**src/rtl/oct_pkg.sv**
```systemverilog
package oct_pkg;
  // register map
  localparam int ADR_TIMEBASE = 0;
  localparam int ADR_UNLOCK   = 1;
  localparam int ADR_COUNT    = 2;
  localparam int ADR_CH_BASE  = 4;
  // timebase word fields
  localparam int TB_PS_LSB    = 0;
  localparam int TB_CS_LSB    = 3;
  localparam int CS_W         = 2;
  localparam logic [CS_W-1:0] CS_RUN = 2'd1;
  // channel control word bits
  localparam int CC_FLAG      = 0;
  localparam int CC_IE        = 1;
  localparam int CC_MODE      = 2;
endpackage

```
**src/rtl/oct_prescaler.sv**
```systemverilog
module oct_prescaler #(
  parameter int PS_W = 3
) (
  input  logic            clk,
  input  logic            rst,
  input  logic            run,
  input  logic [PS_W-1:0] ps,
  output logic            tick
);
  localparam int DIV_W = (1 << PS_W) - 1;

  logic [DIV_W-1:0] div_q;
  logic [DIV_W-1:0] mask;

  always_comb begin
    mask = '0;
    for (int b = 0; b < DIV_W; b++) mask[b] = (b < int'(ps));
  end

  assign tick = run && ((div_q & mask) == mask);

  always_ff @(posedge clk) begin
    if (rst)      div_q <= '0;
    else if (run) div_q <= div_q + 1'b1;
  end
endmodule

```
**src/rtl/oct_counter.sv**
```systemverilog
module oct_counter #(
  parameter int CNT_W = 16
) (
  input  logic             clk,
  input  logic             rst,
  input  logic             tick,
  output logic [CNT_W-1:0] cnt,
  output logic [CNT_W-1:0] cnt_nxt
);
  assign cnt_nxt = cnt + 1'b1;

  always_ff @(posedge clk) begin
    if (rst)       cnt <= '0;
    else if (tick) cnt <= cnt_nxt;
  end
endmodule

```
**src/rtl/oct_channel.sv**
```systemverilog
module oct_channel #(
  parameter int CNT_W = 16
) (
  input  logic             clk,
  input  logic             rst,
  input  logic             tick,
  input  logic [CNT_W-1:0] cnt_nxt,
  input  logic             ctrl_wr,
  input  logic             ctrl_rd,
  input  logic             val_wr,
  input  logic [CNT_W-1:0] wdata,
  output logic             flag,
  output logic             ie,
  output logic             mode,
  output logic [CNT_W-1:0] target,
  output logic             pin
);
  import oct_pkg::*;

  logic armed_q;
  logic hit;

  // event when the counter is about to step onto the target
  assign hit = tick && mode && (cnt_nxt == target);

  always_ff @(posedge clk) begin
    if (rst) begin
      flag    <= 1'b0;
      ie      <= 1'b0;
      mode    <= 1'b0;
      target  <= '0;
      pin     <= 1'b0;
      armed_q <= 1'b0;
    end else begin
      if (val_wr) target <= wdata;
      if (ctrl_wr) begin
        ie      <= wdata[CC_IE];
        mode    <= wdata[CC_MODE];
        armed_q <= 1'b0;
      end else if (ctrl_rd && flag) begin
        armed_q <= 1'b1;
      end
      if (hit) begin
        flag <= 1'b1;
        pin  <= ~pin;
      end else if (ctrl_wr && armed_q && !wdata[CC_FLAG]) begin
        flag <= 1'b0;
      end
    end
  end
endmodule

```
**src/rtl/oc_timer.sv**
```systemverilog
module oc_timer #(
  parameter int CNT_W  = 16,
  parameter int PS_W   = 3,
  parameter int NUM_CH = 2,
  parameter int ADDR_W = 4
) (
  input  logic              clk,
  input  logic              rst,
  input  logic              wr_en,
  input  logic              rd_en,
  input  logic [ADDR_W-1:0] addr,
  input  logic [CNT_W-1:0]  wdata,
  output logic [CNT_W-1:0]  rdata,
  output logic              irq,
  output logic [NUM_CH-1:0] oc_pin
);
  import oct_pkg::*;

  localparam int LAST_ADR = ADR_CH_BASE + 2 * NUM_CH - 1;

  logic                   wp_dis_q;
  logic [PS_W-1:0]        ps_q;
  logic [CS_W-1:0]        cs_q;
  logic                   tick;
  logic [CNT_W-1:0]       cnt;
  logic [CNT_W-1:0]       cnt_nxt;
  logic [NUM_CH-1:0]      ch_flag;
  logic [NUM_CH-1:0]      ch_ie;
  logic [NUM_CH-1:0]      ch_mode;
  logic [CNT_W-1:0]       ch_target [NUM_CH];
  logic [CNT_W-1:0]       rd_mux;

  // timebase and protection gate
  always_ff @(posedge clk) begin
    if (rst) begin
      wp_dis_q <= 1'b0;
      ps_q     <= '0;
      cs_q     <= '0;
    end else if (wr_en) begin
      if (addr == ADDR_W'(ADR_UNLOCK)) wp_dis_q <= wdata[0];
      if (addr == ADDR_W'(ADR_TIMEBASE) && wp_dis_q) begin
        ps_q <= wdata[TB_PS_LSB +: PS_W];
        cs_q <= wdata[TB_CS_LSB +: CS_W];
      end
    end
  end

  oct_prescaler #(.PS_W(PS_W)) u_div (
    .clk(clk), .rst(rst), .run(cs_q == CS_RUN), .ps(ps_q), .tick(tick)
  );

  oct_counter #(.CNT_W(CNT_W)) u_cnt (
    .clk(clk), .rst(rst), .tick(tick), .cnt(cnt), .cnt_nxt(cnt_nxt)
  );

  for (genvar i = 0; i < NUM_CH; i++) begin : g_ch
    localparam int CTRL_ADR = ADR_CH_BASE + 2 * i;
    logic sel_ctrl, sel_val;
    assign sel_ctrl = (addr == ADDR_W'(CTRL_ADR));
    assign sel_val  = (addr == ADDR_W'(CTRL_ADR + 1));

    oct_channel #(.CNT_W(CNT_W)) u_ch (
      .clk(clk), .rst(rst), .tick(tick), .cnt_nxt(cnt_nxt),
      .ctrl_wr(wr_en && sel_ctrl), .ctrl_rd(rd_en && sel_ctrl),
      .val_wr(wr_en && sel_val), .wdata(wdata),
      .flag(ch_flag[i]), .ie(ch_ie[i]), .mode(ch_mode[i]),
      .target(ch_target[i]), .pin(oc_pin[i])
    );
  end

  // read multiplexer
  always_comb begin
    rd_mux = '0;
    if (addr == ADDR_W'(ADR_TIMEBASE)) begin
      rd_mux[TB_PS_LSB +: PS_W] = ps_q;
      rd_mux[TB_CS_LSB +: CS_W] = cs_q;
    end else if (addr == ADDR_W'(ADR_UNLOCK)) begin
      rd_mux[0] = wp_dis_q;
    end else if (addr == ADDR_W'(ADR_COUNT)) begin
      rd_mux = cnt;
    end
    for (int i = 0; i < NUM_CH; i++) begin
      if (int'(addr) == ADR_CH_BASE + 2 * i) begin
        rd_mux[CC_FLAG] = ch_flag[i];
        rd_mux[CC_IE]   = ch_ie[i];
        rd_mux[CC_MODE] = ch_mode[i];
      end else if (int'(addr) == ADR_CH_BASE + 2 * i + 1) begin
        rd_mux = ch_target[i];
      end
    end
  end

  always_ff @(posedge clk) begin
    if (rst) begin
      rdata <= '0;
      irq   <= 1'b0;
    end else begin
      if (rd_en && int'(addr) <= LAST_ADR) rdata <= rd_mux;
      irq <= |(ch_flag & ch_ie);
    end
  end
endmodule

```
**config.mk**
```make
export PLATFORM = sky130hd
export DESIGN_NAME = oc_timer
export DESIGN_NICKNAME = d
export VERILOG_FILES = /design/src/rtl/oct_pkg.sv /design/src/rtl/oct_prescaler.sv /design/src/rtl/oct_counter.sv /design/src/rtl/oct_channel.sv /design/src/rtl/oc_timer.sv
export SDC_FILE = /design/constraint.sdc
export NUM_CORES = 1
export LEC_CHECK = 0
export BUFFER_PORTS_ARGS = -buffer_cell sky130_fd_sc_hd__clkbuf_2
export CORE_UTILIZATION = 64
export CTS_BUF_LIST = sky130_fd_sc_hd__clkbuf_16
export CTS_CLUSTER_DIAMETER = 120
export DETAILED_ROUTE_END_ITERATION = 8
export PLACE_DENSITY = 0.84
export SYNTH_ARGS = -nofsm -noshare
export SYNTH_HDL_FRONTEND = slang
export SYNTH_SLANG_ARGS = --single-unit
```
**constraint.sdc**
```tcl
create_clock -name clk -period 6.25 [get_ports clk]
set_input_delay 0.9375 -clock clk [delete_from_list [all_inputs] [get_ports clk]]
set_output_delay 0.9375 -clock clk [all_outputs]
set_load 0.1 [all_outputs]
```
== After elaboration in Yosys (flattened, before gate mapping) ==
Index checks and enable logic that the tools add are counted.

* Magnitude comparators: 8
* Equal/unequal tests: 14
* Bitwise gates (word level): 4
* Add/sub/neg operators: 2
* Reductions and logical operators: 28
* Multiplexer cells: 18

{| class="wikitable"
|+ Operators with widths
! cell !! number
|-
| 2-to-1 mux 16 bit || 5
|-
| equality test 16 bit || 2
|-
| 2-to-1 mux 15 bit || 2
|-
| 2-to-1 mux 13 bit || 2
|-
| logical AND 1 bit || 19
|-
| adder 16 x 1 -> 16 bit, second input constant || 1
|-
| equality test 4 x 3 -> 1 bit, second input constant || 4
|-
| equality test 4 bit, second input constant || 4
|-
| 2-to-1 mux 11 bit || 1
|-
| < comparator 3 bit, first input constant || 3
|-
| adder 7 x 1 -> 7 bit, second input constant || 1
|-
| AND 7 bit || 1
|-
| equality test 7 bit || 1
|-
| < comparator 1 x 3 -> 1 bit, first input constant || 2
|-
| < comparator 2 x 3 -> 1 bit, first input constant || 2
|-
| 2-to-1 mux 3 bit || 2
|-
| OR reduction 2 bit || 3
|-
| 2-to-1 mux 1 bit || 5
|-
| 2-to-1 mux 5 bit || 1
|-
| equality test 4 x 1 -> 1 bit, second input constant || 1
|-
| equality test 4 x 2 -> 1 bit, second input constant || 1
|-
| <= comparator 4 x 3 -> 1 bit, second input constant || 1
|-
| logical NOT 4 bit || 1
|-
| AND reduction 2 bit || 2
|-
| other kinds (5) || 7
|}

* Input bits: 24
* Logic and storage cells: 93
* Flip-flop bits (word level): 88
* Output and inout bits: 19

== Longest topological paths before layout ==
* Depth after elaboration: 11
* Depth in mapped cells: 9
* Mapped depth without buffers: 8

== By module ==
From an unflattened synthesis, not the netlist that was laid out.

* Cells, all modules: 504
* Area, all modules: 4,553.1 µm²

{| class="wikitable"
|+ By module, submodules not included
! module !! area an instance (µm²) !! sequential area each (µm²) !! cells an instance !! instances
|-
| oct_channel || 925.9 || 420.4 || 95 || 2
|-
| oc_timer || 1,391.3 || 460.4 || 159 || 1
|-
| oct_counter || 972.2 || 320.3 || 116 || 1
|-
| oct_prescaler || 337.8 || 140.1 || 39 || 1
|}

== Worst setup path after synthesis ==
OpenSTA, ideal clock, no wires.

* Path kind: input-to-reg
* Start point: input port addr[1]
* End point: register g_ch[1].u_ch.flag
* Library setup time: 0.132 ns
* Stages on the path: 6
* Path buffers: 1
* Path slack: 3.700 ns
* Arrival: 2.417 ns
* Data required time: 6.118 ns
* Path through: buf_2 -> inv_1 -> nor4b_1 -> nand2_1 -> o21ai_0 -> a21oi_1

* Cells in the longest elaborated chain, start to end: 5

{| class="wikitable"
|+ RTL lines
! item !! line !! RTL
|-
| from (decl) || oc_timer.sv:11 || <nowiki>input logic [ADDR_W-1:0] addr,</nowiki>
|-
| equality test 4 x 3 -> 1 bit || oc_timer.sv:59 || <nowiki>assign sel_ctrl = (addr == ADDR_W'(CTRL_ADR));</nowiki>
|-
| logical AND 1 bit || oc_timer.sv:64 || <nowiki>.ctrl_wr(wr_en && sel_ctrl), .ctrl_rd(rd_en && sel_ctrl),</nowiki>
|-
| logical AND 1 bit (2 in a row) || oct_channel.sv:46 || <nowiki>end else if (ctrl_wr && armed_q && !wdata[CC_FLAG]) begin</nowiki>
|-
| nonzero test 2 bit (no line) || -- ||
|-
| to (signal assigned) || oct_channel.sv:28 || <nowiki>flag <= 1'b0;</nowiki>
|-
| to (signal assigned) || oct_channel.sv:44 || <nowiki>flag <= 1'b1;</nowiki>
|-
| to (signal assigned) || oct_channel.sv:47 || <nowiki>flag <= 1'b0;</nowiki>
|-
| to (decl) || oct_channel.sv:12 || <nowiki>output logic flag,</nowiki>
|}

Every way passes these cells.
A chain may end at the register's enable or synchronous reset.

== Final worst setup path ==
* Start point: register u_cnt.cnt[0]
* End point: register g_ch[0].u_ch.pin

* Cells in the longest elaborated chain, start to end: 3

{| class="wikitable"
|+ RTL lines
! item !! line !! RTL
|-
| from (decl) || oct_counter.sv:7 || <nowiki>output logic [CNT_W-1:0] cnt,</nowiki>
|-
| from (signal assigned) || oct_counter.sv:14 || <nowiki>else if (tick) cnt <= cnt_nxt;</nowiki>
|-
| adder 16 x 1 -> 16 bit || oct_counter.sv:10 || <nowiki>assign cnt_nxt = cnt + 1'b1;</nowiki>
|-
| equality test 16 bit || oct_channel.sv:24 || <nowiki>assign hit = tick && mode && (cnt_nxt == target);</nowiki>
|-
| logical AND 1 bit || oct_channel.sv:24 ||
|-
| to (signal assigned) || oct_channel.sv:45 || <nowiki>pin <= ~pin;</nowiki>
|-
| to (decl) || oct_channel.sv:16 || <nowiki>output logic pin</nowiki>
|}

Every way passes these cells.

==> out/results.txt <==
The run finished with clean final reports. The transition time at the pin with the least slew margin works out to 1200 ps. The tools report the floorplan core area as 7290 µm².

Worst min-delay path endpoint: rdata[0]$_SDFFE_PP0P_. The number of inserted diodes was 0. The critical-path maximum fanout is 9, and the worst clock skew is 8.76 ps. Leaving out fill and tap cells, the most frequent cells in the layout are 93 x nand2_1, 88 x dfxtp_1, 57 x a21oi_1. The leading register cell type out of synthesis was dfxtp_1. Most common cell after layout, fill and taps aside: nand2_1. The clock share of power came out at 44.7%. Per report_power, the sequential group accounts for 46.5% of the total. The logs give 0 for the number of antenna violations at the first check in global routing and 89 for the maximum number of pins on one net before global-route repair. The final layout contains 636 nets. The total routed wirelength came out at 13000 µm. When the netlist entered floorplanning its net count stood at 633. By area the synthesized netlist is led by dfxtp_1 36%, nand2_1 7.2%, a21oi_1 5.9%. For this design the ratio of total power to cell area is 234 nW/µm². TritonCTS built the clock tree. The count of maximum capacitance violations is 0, and the final max-slew violation count is 0. At the end of routability-driven placement, the weighted congestion stood at 0.929. From left edge to right edge, the die measures 89.1 µm. After synthesis, the mean cell area works out to 8.00 µm². The leading area contributor after synthesis was dfxtp_1. Combinational logic is responsible for 8.8% of the overall power. The net switching power was 329 µW. The number of hold violations in the final report came out at 0. Cells fill 72.5% of the core in the end. Using the TritonRoute via totals, the vias-per-cell ratio works out to 6.43.

The first routing iteration left 322 violations. The final worst slack was 3040 ps; the residual overflow from global routing was 0. The HPWL after detailed placement is 9000 µm. Wire length of the first global-routing pass: 20400 µm. The total of warnings raised by yosys came out at 0. For this design, the CTS-stage hold fixing added 0 buffers. For the worst setup path, the data required time is 6490 ps. Number of buffers inserted to repair setup after CTS: 0. At the later pin of the worst-skew pair, clock insertion delay measures 350 ps. The via count of the first global-routing pass is 4097, and the fraction of final layout cells sized beyond drive strength 1 is 12.8%. For the number of nets still failing antenna checks after routing, the log shows 0. The period utilization works out to 51.3%.

The worst slack after detailed placement was 2820 ps; the number of primary I/O pins was 43. The layout overhead on the synthesized area works out to 8.86%. Detailed routing inserted a total of 4589 vias. Worst endpoint data arrival time: 3450 ps. The worst hold path depth came out at 2. Setup repair after global routing left no endpoint under its margin.

The fraction of registers with async set or reset after synthesis came out at 0%. TritonCTS created 9 clock buffers. Across every metal layer, demand over resource in global routing totals 34.3%.

By startpoint and endpoint, the worst setup path is classified as reg -> reg. During placement, the flow inserted port buffers numbering 42. The die extent in y was 89.1 µm; the setup TNS was 0 ps. For this configuration, the core starts out at a cell density of 66.6%. The clock tree synthesis step divided the H-tree into 3 levels.

Synthesis produced 607 cells. Yosys mapped a number of flops with a built-in enable equal to 0. The number of failing setup endpoints in the final timing report was 0. The tree built by TritonCTS fans out to 88 sinks. The post-detailed-route DRC marker count is 0. In this run, distinct cell masters in the synthesized netlist total 62. The share of the synthesized area in the top cell type works out to 36.3%.

The switching power as a share of total power works out to 26.6%. Row generation in the floorplan step produced 31 rows. In this run the critical register-to-register path is captured at g_ch[0].u_ch.pin$_SDFFE_PP0P_. Detailed-route wire length per cell: 18.2 µm.

The clock period could shrink to 3210 ps. Cell internal power was estimated by the tool at 908 µW. The clock root buffer was clkbuf_16. The design draws 1.24 mW.

The total standard cell area after synthesis is 4860 µm². The critical hold path startpoint was rdata[0]$_SDFFE_PP0P_. The worst register-to-register path begins at u_cnt.cnt[0]$_SDFFE_PP0N_. The run gives 312 MHz as the maximum frequency from static timing analysis. IR analysis of the VDD net gives a maximum drop of 0.194 mV. The die covers 7940 µm².

For the register-to-register setup slack, the log shows 3040 ps. The register bit total from synthesis came out at 88. The analysis attributes to cell leakage a power of 1.88 nW. Of the synthesized area, sequential elements account for 36.3%. The tools report the max-slew headroom at the worst pin as 18.7%.

The kind of path behind the tightest hold check was reg -> reg. The type of origin of the critical path is a flip-flop. For the largest buffer count on any clock path, the log shows 2. For the number of instances resized during post-cts repair, the log shows 0. The kind of end point of the critical path is a flip-flop. For this run, the detailed router's first-pass iteration total came to 5. Clock-pin slew was measured on the worst setup and hold paths at 70 ps. The worst register-to-register path has a depth of 8.
## layer usage
layer | track usage (%) | wire length [µm] | vias to the layer above
met3 | 7.48 | 936 | 53
met2 | 55.7 | 6220 | 207
li1 | - | - | 2165
met4 | 19.6 | 591 | 0
met5 | 0 | 0 | -
met1 | 42.2 | 5280 | 2164
## power groups by stage
stage	Combinational [mW]	Clock, mW	Sequential, mW
after floorplan	0.0449	0	0.624
after global placement	0.105	0	0.588
after global routing	0.115	0.579	0.576
after CTS	0.107	0.557	0.575
final	0.108	0.553	0.576
after detailed placement	0.107	0	0.588
## worst max-delay path: stages, from the launching register on
cell and delay (ps):
dfxtp_1 540, ha_1 420, nand4_1 400, nor3_2 520
o2111ai_1 210, nor4_1 210, nand4_1 240, o31a_1 370
o21ba_2 210
## cell type report
class	count	area [µm²]
Timing Repair Buffer	43	218
Multi-Input combinational cell	460	2850
Clock buffer	9	225
Fill cell	592	2000
Sequential cell	88	1760
Clock inverter	7	77.6
Inverter	8	30.0
Tap cell	99	124
## kinds of logic (layout without fill, tap and decap cells)
family,Yosys count,after routing,share of synthesized area (%)
XOR/XNOR,50,50,9.30
buffers and inverters,59,67,5.15
multiplexers,21,21,4.61
AO/OA/AOI/OAI,134,134,17.4
adder cells (fa/ha/maj),2,2,0.515
flip-flops,88,88,36.3
AND/OR/NAND/NOR,253,253,26.8
## sequential cells by signal (all words and copies together) (netlist names)
name	count
g_ch.u_ch.pin	2
u_div.div_q	7
g_ch.u_ch.armed_q	2
g_ch.u_ch.ie	2
irq	1
g_ch.u_ch.flag	2
rdata	16
g_ch.u_ch.mode	2
g_ch.u_ch.target	32
u_cnt.cnt	16
cs_q	2
ps_q	3
wp_dis_q	1
## stage by stage
stage          std cells  hold WS, ps  cell area (µm²)
6_report             714          458             5290
5_1_grt              714          470             5290
4_1_cts              714          460             5290
3_5_place_dp         698          452             4980
3_3_place_gp         698          447             4980
2_1_floorplan        607          444             4860
## Yosys cell counts, types with 3 or more instances
library cell,instances
nand3_1,16
mux2i_1,10
inv_1,8
a211oi_1,4
o21ai_0,22
nor4_4,3
a21oi_1,57
xnor2_1,30
nor3_1,22
buf_4,4
and2_1,4
and4_1,4
nand4_1,12
nand3b_1,3
a22oi_1,4
nor3b_1,5
mux2_2,11
a221oi_1,12
buf_1,3
buf_2,5
clkbuf_1,38
nor2_1,49
nand2_1,93
and3_1,5
nor4_1,6
dfxtp_1,88
or3_1,6
xor2_1,19
nor2b_1,6
a31oi_1,8
nand2b_1,8
## worst max-delay path by stage
stage                                     endpoint                       from  slack [ps]
detailed placement  g_ch[1].u_ch.flag$_SDFFE_PP0P_                    addr[1]        2820
CTS                  g_ch[0].u_ch.pin$_SDFFE_PP0P_  u_cnt.cnt[0]$_SDFFE_PP0N_        3080
global placement    g_ch[1].u_ch.flag$_SDFFE_PP0P_                    addr[1]        2920
global route         g_ch[0].u_ch.pin$_SDFFE_PP0P_  u_cnt.cnt[0]$_SDFFE_PP0N_        2770
finish               g_ch[0].u_ch.pin$_SDFFE_PP0P_  u_cnt.cnt[0]$_SDFFE_PP0N_        3040
floorplan           g_ch[1].u_ch.flag$_SDFFE_PP0P_                    addr[1]        3700
No activity file was read; power rests on OpenSTA's default activity.
